File: config.mk
export PLATFORM = sky130hd
export DESIGN_NAME = intc_top
export DESIGN_NICKNAME = d
export VERILOG_FILES = /design/src/rtl/intc_pkg.sv /design/src/rtl/intc_regs.sv /design/src/rtl/intc_prio.sv /design/src/rtl/intc_fsm.sv /design/src/rtl/intc_top.sv
export SDC_FILE = /design/constraint.sdc
export NUM_CORES = 2
export LEC_CHECK = 0
export ABC_CLOCK_PERIOD_IN_PS = 160600
export BUFFER_PORTS_ARGS = -buffer_cell sky130_fd_sc_hd__buf_2
export CAP_MARGIN = 20
export CORE_AREA = 2 2 408 410
export DETAILED_ROUTE_END_ITERATION = 12
export DIE_AREA = 0 0 410 412
export SLEW_MARGIN = 20
export SYNTH_ARGS = -nofsm -noshare
export SYNTH_HDL_FRONTEND = slang
export SYNTH_SLANG_ARGS = --single-unit
File: constraint.sdc
create_clock -name clk -period 160.6 [get_ports clk]
set_input_delay 24.09 -clock clk [delete_from_list [all_inputs] [get_ports clk]]
set_output_delay 24.09 -clock clk [all_outputs]
set_load 0.005 [all_outputs]
File: src/rtl/intc_pkg.sv
`timescale 1ns/1ps
package intc_pkg;

    typedef enum logic [1:0] {
        ST_IDLE,
        ST_SORT,
        ST_HOLD,
        ST_SRST
    } intc_state_e;

    localparam int unsigned ADDR_W = 12;
    localparam int unsigned DATA_W = 32;
    localparam int unsigned ACT_W  = 7;
    localparam int unsigned PRIO_W = 6;
    localparam int unsigned LVL_W  = 8;
    localparam int unsigned BANK_W = 32;

    typedef logic [ADDR_W-1:0] addr_t;

    localparam addr_t OFS_REV     = 12'h000;
    localparam addr_t OFS_CFG     = 12'h010;
    localparam addr_t OFS_STAT    = 12'h014;
    localparam addr_t OFS_ACTIVE  = 12'h040;
    localparam addr_t OFS_CTRL    = 12'h048;
    localparam addr_t OFS_PROT    = 12'h04C;
    localparam addr_t OFS_IDLE    = 12'h050;
    localparam addr_t OFS_THRESH  = 12'h068;
    localparam addr_t OFS_MASK0   = 12'h084;
    localparam addr_t OFS_MCLR0   = 12'h088;
    localparam addr_t OFS_MSET0   = 12'h08C;
    localparam addr_t OFS_PEND0   = 12'h098;
    localparam addr_t OFS_LVL0    = 12'h100;
    localparam int unsigned BANK_STRIDE = 32;

endpackage

File: src/rtl/intc_regs.sv
`timescale 1ns/1ps
module intc_regs
    import intc_pkg::*;
#(
    parameter int unsigned NUM_SRC   = 96,
    parameter int unsigned REV_MAJOR = 4,
    parameter int unsigned REV_MINOR = 0
) (
    input  logic                      clk,
    input  logic                      rst_n,
    input  logic                      srst_busy,
    input  logic                      bus_wr,
    input  logic [ADDR_W-1:0]         bus_addr,
    input  logic [DATA_W-1:0]         bus_wdata,
    input  logic [NUM_SRC-1:0]        pend,
    input  logic [ACT_W:0]            active_word,
    output logic [DATA_W-1:0]         bus_rdata,
    output logic [NUM_SRC-1:0]        mask,
    output logic [NUM_SRC*PRIO_W-1:0] prio_flat,
    output logic                      ack_req,
    output logic                      srst_req
);

    localparam int unsigned NBANK = NUM_SRC / BANK_W;
    localparam int unsigned IDX_W = ADDR_W - 2;

    logic              autoidle_q;
    logic              prot_q;
    logic [1:0]        idle_q;
    logic [LVL_W-1:0]  thresh_q;
    logic [LVL_W-1:0]  lvl_q [NUM_SRC];

    addr_t             lvl_off;
    logic [IDX_W-1:0]  lvl_idx;
    logic              lvl_sel;

    assign lvl_off = bus_addr - OFS_LVL0;
    assign lvl_idx = lvl_off[ADDR_W-1:2];
    assign lvl_sel = (bus_addr >= OFS_LVL0) && (bus_addr[1:0] == 2'b00)
                     && (lvl_idx < IDX_W'(NUM_SRC));

    assign ack_req  = bus_wr && (bus_addr == OFS_CTRL) && bus_wdata[0];
    assign srst_req = bus_wr && (bus_addr == OFS_CFG)  && bus_wdata[1];

    // per-bank mask words with direct, clear-by-one and set-by-one ports
    for (genvar b = 0; b < NBANK; b++) begin : g_bank
        localparam addr_t A_MASK = OFS_MASK0 + addr_t'(b * BANK_STRIDE);
        localparam addr_t A_MCLR = OFS_MCLR0 + addr_t'(b * BANK_STRIDE);
        localparam addr_t A_MSET = OFS_MSET0 + addr_t'(b * BANK_STRIDE);
        logic [BANK_W-1:0] m_q;

        always_ff @(posedge clk or negedge rst_n) begin
            if (!rst_n) begin
                m_q <= '1;
            end else if (srst_busy) begin
                m_q <= '1;
            end else if (bus_wr && bus_addr == A_MASK) begin
                m_q <= bus_wdata;
            end else if (bus_wr && bus_addr == A_MCLR) begin
                m_q <= m_q & ~bus_wdata;
            end else if (bus_wr && bus_addr == A_MSET) begin
                m_q <= m_q | bus_wdata;
            end
        end

        assign mask[b*BANK_W +: BANK_W] = m_q;
    end

    // per-source level registers
    always_ff @(posedge clk or negedge rst_n) begin
        if (!rst_n) begin
            for (int i = 0; i < NUM_SRC; i++) lvl_q[i] <= '0;
        end else if (srst_busy) begin
            for (int i = 0; i < NUM_SRC; i++) lvl_q[i] <= '0;
        end else if (bus_wr && lvl_sel) begin
            for (int i = 0; i < NUM_SRC; i++) begin
                if (lvl_idx == IDX_W'(i)) lvl_q[i] <= bus_wdata[LVL_W-1:0];
            end
        end
    end

    for (genvar s = 0; s < NUM_SRC; s++) begin : g_prio
        assign prio_flat[s*PRIO_W +: PRIO_W] = lvl_q[s][LVL_W-1:2];
    end

    // configuration words
    always_ff @(posedge clk or negedge rst_n) begin
        if (!rst_n) begin
            autoidle_q <= 1'b0;
            prot_q     <= 1'b0;
            idle_q     <= '0;
            thresh_q   <= '0;
        end else if (srst_busy) begin
            autoidle_q <= 1'b0;
            prot_q     <= 1'b0;
            idle_q     <= '0;
            thresh_q   <= '0;
        end else if (bus_wr) begin
            if (bus_addr == OFS_CFG)    autoidle_q <= bus_wdata[0];
            if (bus_addr == OFS_PROT)   prot_q     <= bus_wdata[0];
            if (bus_addr == OFS_IDLE)   idle_q     <= bus_wdata[1:0];
            if (bus_addr == OFS_THRESH) thresh_q   <= bus_wdata[LVL_W-1:0];
        end
    end

    // read mux
    always_comb begin
        bus_rdata = '0;
        case (bus_addr)
            OFS_REV:    bus_rdata[7:0] = {REV_MAJOR[3:0], REV_MINOR[3:0]};
            OFS_CFG:    bus_rdata[1:0] = {srst_busy, autoidle_q};
            OFS_STAT:   bus_rdata[0]   = !srst_busy;
            OFS_ACTIVE: bus_rdata[ACT_W:0] = active_word;
            OFS_PROT:   bus_rdata[0]   = prot_q;
            OFS_IDLE:   bus_rdata[1:0] = idle_q;
            OFS_THRESH: bus_rdata[LVL_W-1:0] = thresh_q;
            default:    bus_rdata = '0;
        endcase
        for (int b = 0; b < NBANK; b++) begin
            if (bus_addr == OFS_MASK0 + addr_t'(b * BANK_STRIDE))
                bus_rdata = mask[b*BANK_W +: BANK_W];
            if (bus_addr == OFS_PEND0 + addr_t'(b * BANK_STRIDE))
                bus_rdata = pend[b*BANK_W +: BANK_W];
        end
        if (lvl_sel) begin
            for (int i = 0; i < NUM_SRC; i++) begin
                if (lvl_idx == IDX_W'(i)) bus_rdata = {24'h0, lvl_q[i]};
            end
        end
    end

endmodule

File: src/rtl/intc_prio.sv
`timescale 1ns/1ps
module intc_prio
    import intc_pkg::*;
#(
    parameter int unsigned NUM_SRC = 96
) (
    input  logic [NUM_SRC-1:0]        pend,
    input  logic [NUM_SRC*PRIO_W-1:0] prio_flat,
    output logic                      any_pend,
    output logic [ACT_W-1:0]          win_idx
);

    logic [PRIO_W-1:0] best_p;

    // strict less-than keeps the lowest number on a tie
    always_comb begin
        any_pend = 1'b0;
        best_p   = '1;
        win_idx  = '0;
        for (int i = 0; i < NUM_SRC; i++) begin
            if (pend[i] && (!any_pend || prio_flat[i*PRIO_W +: PRIO_W] < best_p)) begin
                any_pend = 1'b1;
                best_p   = prio_flat[i*PRIO_W +: PRIO_W];
                win_idx  = ACT_W'(i);
            end
        end
    end

endmodule

File: src/rtl/intc_fsm.sv
`timescale 1ns/1ps
module intc_fsm
    import intc_pkg::*;
#(
    parameter int unsigned SRST_CYCLES = 8
) (
    input  logic             clk,
    input  logic             rst_n,
    input  logic             any_pend,
    input  logic [ACT_W-1:0] win_idx,
    input  logic             ack_req,
    input  logic             srst_req,
    output intc_state_e      state,
    output logic [ACT_W-1:0] active_num,
    output logic             active_vld,
    output logic             irq,
    output logic             srst_busy
);

    localparam int unsigned CNT_W = $clog2(SRST_CYCLES + 1);

    intc_state_e      state_q, state_d;
    logic [CNT_W-1:0] srst_cnt;
    logic [ACT_W-1:0] act_q;

    // state register
    always_ff @(posedge clk or negedge rst_n) begin
        if (!rst_n) state_q <= ST_IDLE;
        else        state_q <= state_d;
    end

    // next state
    always_comb begin
        state_d = state_q;
        if (srst_req && state_q != ST_SRST) begin
            state_d = ST_SRST;
        end else begin
            unique case (state_q)
                ST_IDLE: if (any_pend) state_d = ST_SORT;
                ST_SORT: state_d = any_pend ? ST_HOLD : ST_IDLE;
                ST_HOLD: if (ack_req) state_d = ST_IDLE;
                ST_SRST: if (srst_cnt == CNT_W'(SRST_CYCLES - 1)) state_d = ST_IDLE;
            endcase
        end
    end

    // soft-reset duration counter and latched winner
    always_ff @(posedge clk or negedge rst_n) begin
        if (!rst_n) begin
            srst_cnt <= '0;
            act_q    <= '0;
        end else begin
            srst_cnt <= (state_q == ST_SRST) ? srst_cnt + 1'b1 : '0;
            if (state_d == ST_SRST)
                act_q <= '0;
            else if (state_q == ST_SORT && any_pend)
                act_q <= win_idx;
        end
    end

    // outputs
    always_comb begin
        state      = state_q;
        active_num = act_q;
        active_vld = (state_q == ST_HOLD);
        irq        = (state_q == ST_HOLD);
        srst_busy  = (state_q == ST_SRST);
    end

endmodule

File: src/rtl/intc_top.sv
`timescale 1ns/1ps
module intc_top
    import intc_pkg::*;
#(
    parameter int unsigned NUM_SRC     = 96,
    parameter int unsigned SRST_CYCLES = 8,
    parameter int unsigned REV_MAJOR   = 4,
    parameter int unsigned REV_MINOR   = 0
) (
    input  logic               clk,
    input  logic               rst_n,
    input  logic               bus_wr,
    input  logic [11:0]        bus_addr,
    input  logic [31:0]        bus_wdata,
    output logic [31:0]        bus_rdata,
    input  logic [NUM_SRC-1:0] src_lvl,
    output logic               irq
);

    logic [NUM_SRC-1:0]        mask;
    logic [NUM_SRC-1:0]        pend;
    logic [NUM_SRC*PRIO_W-1:0] prio_flat;
    logic                      any_pend;
    logic [ACT_W-1:0]          win_idx;
    logic [ACT_W-1:0]          act_num;
    logic                      act_vld;
    logic                      ack_req;
    logic                      srst_req;
    logic                      srst_busy;
    intc_state_e               st;

    assign pend = src_lvl & ~mask;

    intc_regs #(
        .NUM_SRC   (NUM_SRC),
        .REV_MAJOR (REV_MAJOR),
        .REV_MINOR (REV_MINOR)
    ) u_regs (
        .clk         (clk),
        .rst_n       (rst_n),
        .srst_busy   (srst_busy),
        .bus_wr      (bus_wr),
        .bus_addr    (bus_addr),
        .bus_wdata   (bus_wdata),
        .pend        (pend),
        .active_word ({act_vld, act_num}),
        .bus_rdata   (bus_rdata),
        .mask        (mask),
        .prio_flat   (prio_flat),
        .ack_req     (ack_req),
        .srst_req    (srst_req)
    );

    intc_prio #(.NUM_SRC(NUM_SRC)) u_prio (
        .pend      (pend),
        .prio_flat (prio_flat),
        .any_pend  (any_pend),
        .win_idx   (win_idx)
    );

    intc_fsm #(.SRST_CYCLES(SRST_CYCLES)) u_fsm (
        .clk        (clk),
        .rst_n      (rst_n),
        .any_pend   (any_pend),
        .win_idx    (win_idx),
        .ack_req    (ack_req),
        .srst_req   (srst_req),
        .state      (st),
        .active_num (act_num),
        .active_vld (act_vld),
        .irq        (irq),
        .srst_busy  (srst_busy)
    );

endmodule

==> impl_metrics.json <==
{
  "outcome": "finished with violations",
  "violations": "setup timing",
  "gr-usage-all-layers_pct": 42.3,
  "die_area_um2": 169000,
  "netlist_area_um2": 73700,
  "h-tree-depth": 3,
  "synth_fp_nets": 9739,
  "cts_tree": "done",
  "r2r_end": "u_fsm.active_num[5]",
  "cts_buffers": 105,
  "firstDrtPassIters": 6,
  "detail-route-antenna-nets": 0,
  "finalSetupViolCount": 7,
  "worst_slew_pin_slew_ns": 1.24,
  "final_cell_mix": "buf_4, nand2_1, o21ai_0",
  "yosys_most_used_dff": "dfrtp_1",
  "reg2reg_depth": 782,
  "synth_async_sr_flop_share_pct": 100,
  "areaGrowthSynthToFinish_pct": 35.9,
  "drc": 0,
  "yosysTopAreaCell": "dfrtp_1",
  "root_buffer": "clkbuf_16",
  "period_minus_slack_ns": 162.63,
  "start_kind": "primary input",
  "grt_pass1_vias": 78900,
  "ys_seq_elements": 889,
  "start_util_pct": 44.9,
  "hold_class": "register to register",
  "via_per_inst": 6.27,
  "io_pins": 176,
  "num_vias": 83800,
  "crit_type": "primary input to register",
  "drive_gt1_share_pct": 37.5,
  "worstPathArrival_ns": 163.33,
  "wl_per_cell_um": 28.0,
  "skew_ns": 0.0283,
  "critical_path.top_delay_family": "compound AO/OA/AOI/OAI gates",
  "yosysTopAreaCellShare_pct": 26.9,
  "wirelength_mm": 374,
  "grt_max_degree": 110,
  "synthCells": 9303,
  "dp_hpwl_mm": 284,
  "min_to": "u_fsm.srst_cnt[0]",
  "num_rows": 149,
  "post-place-ws_ns": -5.12,
  "crit_slowest_cell": "or4_4",
  "maxCapViolations": 0,
  "r2r-start": "u_regs.g_bank[0].m_q[0]",
  "mostFrequentLayoutCell": "buf_4",
  "finalHoldViolCount": 0,
  "holdPathStages": 1,
  "clockBufferDepth": 3,
  "grt_first_pass_wirelength_mm": 534,
  "hold-worst-slack_ns": 0.465,
  "maxSlewHeadroom_pct": 17.1,
  "maxSlewViolCount": 0,
  "holdBufCountCts": 0,
  "crit_buf_inv": 63,
  "rsz0062_at_grt": "true",
  "nNetsFinal": 11500,
  "ys.warnings.count": 0,
  "hp-start": "u_fsm.srst_cnt[0]",
  "critical_path.most_common_cell": "ha_4",
  "avgSynthCellArea_um2": 7.92,
  "worstPathMaxFanout": 8,
  "cts_sinks": 889,
  "cpPeakStageDelay_ns": 0.53,
  "clkSlewWorstSetupHoldPaths_ns": 0.06,
  "timing.final.ws_setup_ns": -2.03,
  "yosys-top-cells-area": "dfrtp_1, o21ai_0, nand2_1",
  "required_ns": 161.30,
  "drtIter0Drc": 9673,
  "die_x_um": 410,
  "finalCritPeriodShare_pct": 101,
  "ys_types": 203,
  "ys_seq_area_share_pct": 30.4,
  "antenna_found_initial": 64,
  "ff2ff_setup_slack_ns": 20.69,
  "fmax_mhz": 6.15,
  "grt_overflow": 0,
  "crit_start": "src_lvl[0]",
  "setup_tns_ns": -13.69,
  "die_h_um": 412,
  "io_buffers": 175,
  "globalplace.congestion": 1.06,
  "insertion_delay_ns": 0.76,
  "critPathCaptureType": "register",
  "synth_edf_count": 0,
  "design.core.area_um2": 164000
}
-- cell usage after synthesis (all sizes together), types with 108 or more instances --
| master | number |
|---|---|
| a21oi | 653 |
| o21ai | 1515 |
| mux2i | 182 |
| ha | 293 |
| inv | 301 |
| clkbuf | 393 |
| a31oi | 123 |
| dfrtp | 793 |
| nand3 | 192 |
| nor3 | 157 |
| nand2 | 1616 |
| nor2 | 748 |
| a22oi | 111 |
| o211ai | 153 |
| a221oi | 108 |
| a211oi | 152 |
-- kinds of logic after synthesis --
| group | after synthesis | synth area share, % |
|---|---|---|
| AOI/OAI and AO/OA | 3562 | 32.2 |
| and+or+nand+nor | 3396 | 21.7 |
| DFF | 889 | 30.4 |
| buffers and inverters | 813 | 5.79 |
| adders and majority gates | 302 | 5.10 |
| muxes | 257 | 3.84 |
| xor gates and xnor gates | 84 | 0.998 |
-- sequential cells by signal, indices dropped and copies added, names as in the netlist --
name / count
u_regs.thresh_q: 8
u_fsm.active_num: 7
u_regs.g_bank.m_q: 96
u_fsm.srst_cnt: 4
u_regs.prot_q: 1
u_regs.lvl_q: 192
u_regs.idle_q: 2
u_regs.prio_flat: 576
u_regs.autoidle_q: 1
u_fsm.state: 2
-- what timing repair did --
| item | CTS | global route |
|---|---|---|
| setup buffers | 241 | 214 |
| hold endpoints to repair | 0 | 0 |
| pin swaps | 308 | 547 |
| endpoints found under the setup margin | 7 | 7 |
| gates cloned | 4 | 0 |
| gates resized for setup | 351 | 683 |
-- through the flow --
stage	cell area [um^2]	std cells	util [%]
after floorplan	75800	9303	-
after global placement	87800	12700	53.4
after detailed placement	87800	12700	53.4
after CTS	94800	13100	57.7
after global routing	100000	13300	60.9
final	100000	13400	61.0
-- metal layers --
layer | vias up | part of all wire [%] | global-route usage [%]
met5 | - | 0.058 | 0.763
met4 | 28 | 6.8 | 24.3
met3 | 1050 | 11 | 11.4
met2 | 4376 | 43 | 63.7
met1 | 40600 | 39 | 54.7
li1 | 37700 | - | -
-- area by class of cell --
cell class / count / area (um^2)
fill: 14600 / 64100
clock inverter: 53 / 658
inverter: 302 / 1150
clock buffer: 143 / 2990
tap: 2189 / 2740
antenna: 39 / 97.6
multi-input combinational: 7605 / 54300
timing repair buffer: 2145 / 15900
sequential: 889 / 22400
-- how the worst max path moves through the flow --
stage          slack (ns)  cells after the start                  end
2_1_floorplan       -1.61                   1174  u_fsm.active_num[4]
3_3_place_gp        -2.44                   1167  u_fsm.active_num[4]
3_5_place_dp        -5.12                    933  u_fsm.active_num[4]
4_1_cts             0.005                    905  u_fsm.active_num[5]
5_1_grt             -8.63                    901  u_fsm.active_num[5]
6_report            -2.03                    905  u_fsm.active_num[5]
-- worst register-to-register path, delay by kind of cell, from the launching register on --
kind            cells  cell delay, ns
compound gates    373           65.69
simple gates      210           32.73
fa+ha+maj         100           25.30
mux                41            9.22
buf+inv            58            6.42
flops               1            0.63
Power is left out: the tool's default activity adds up to more than one toggle a clock period on the data nets, which glitch-free logic cannot reach.
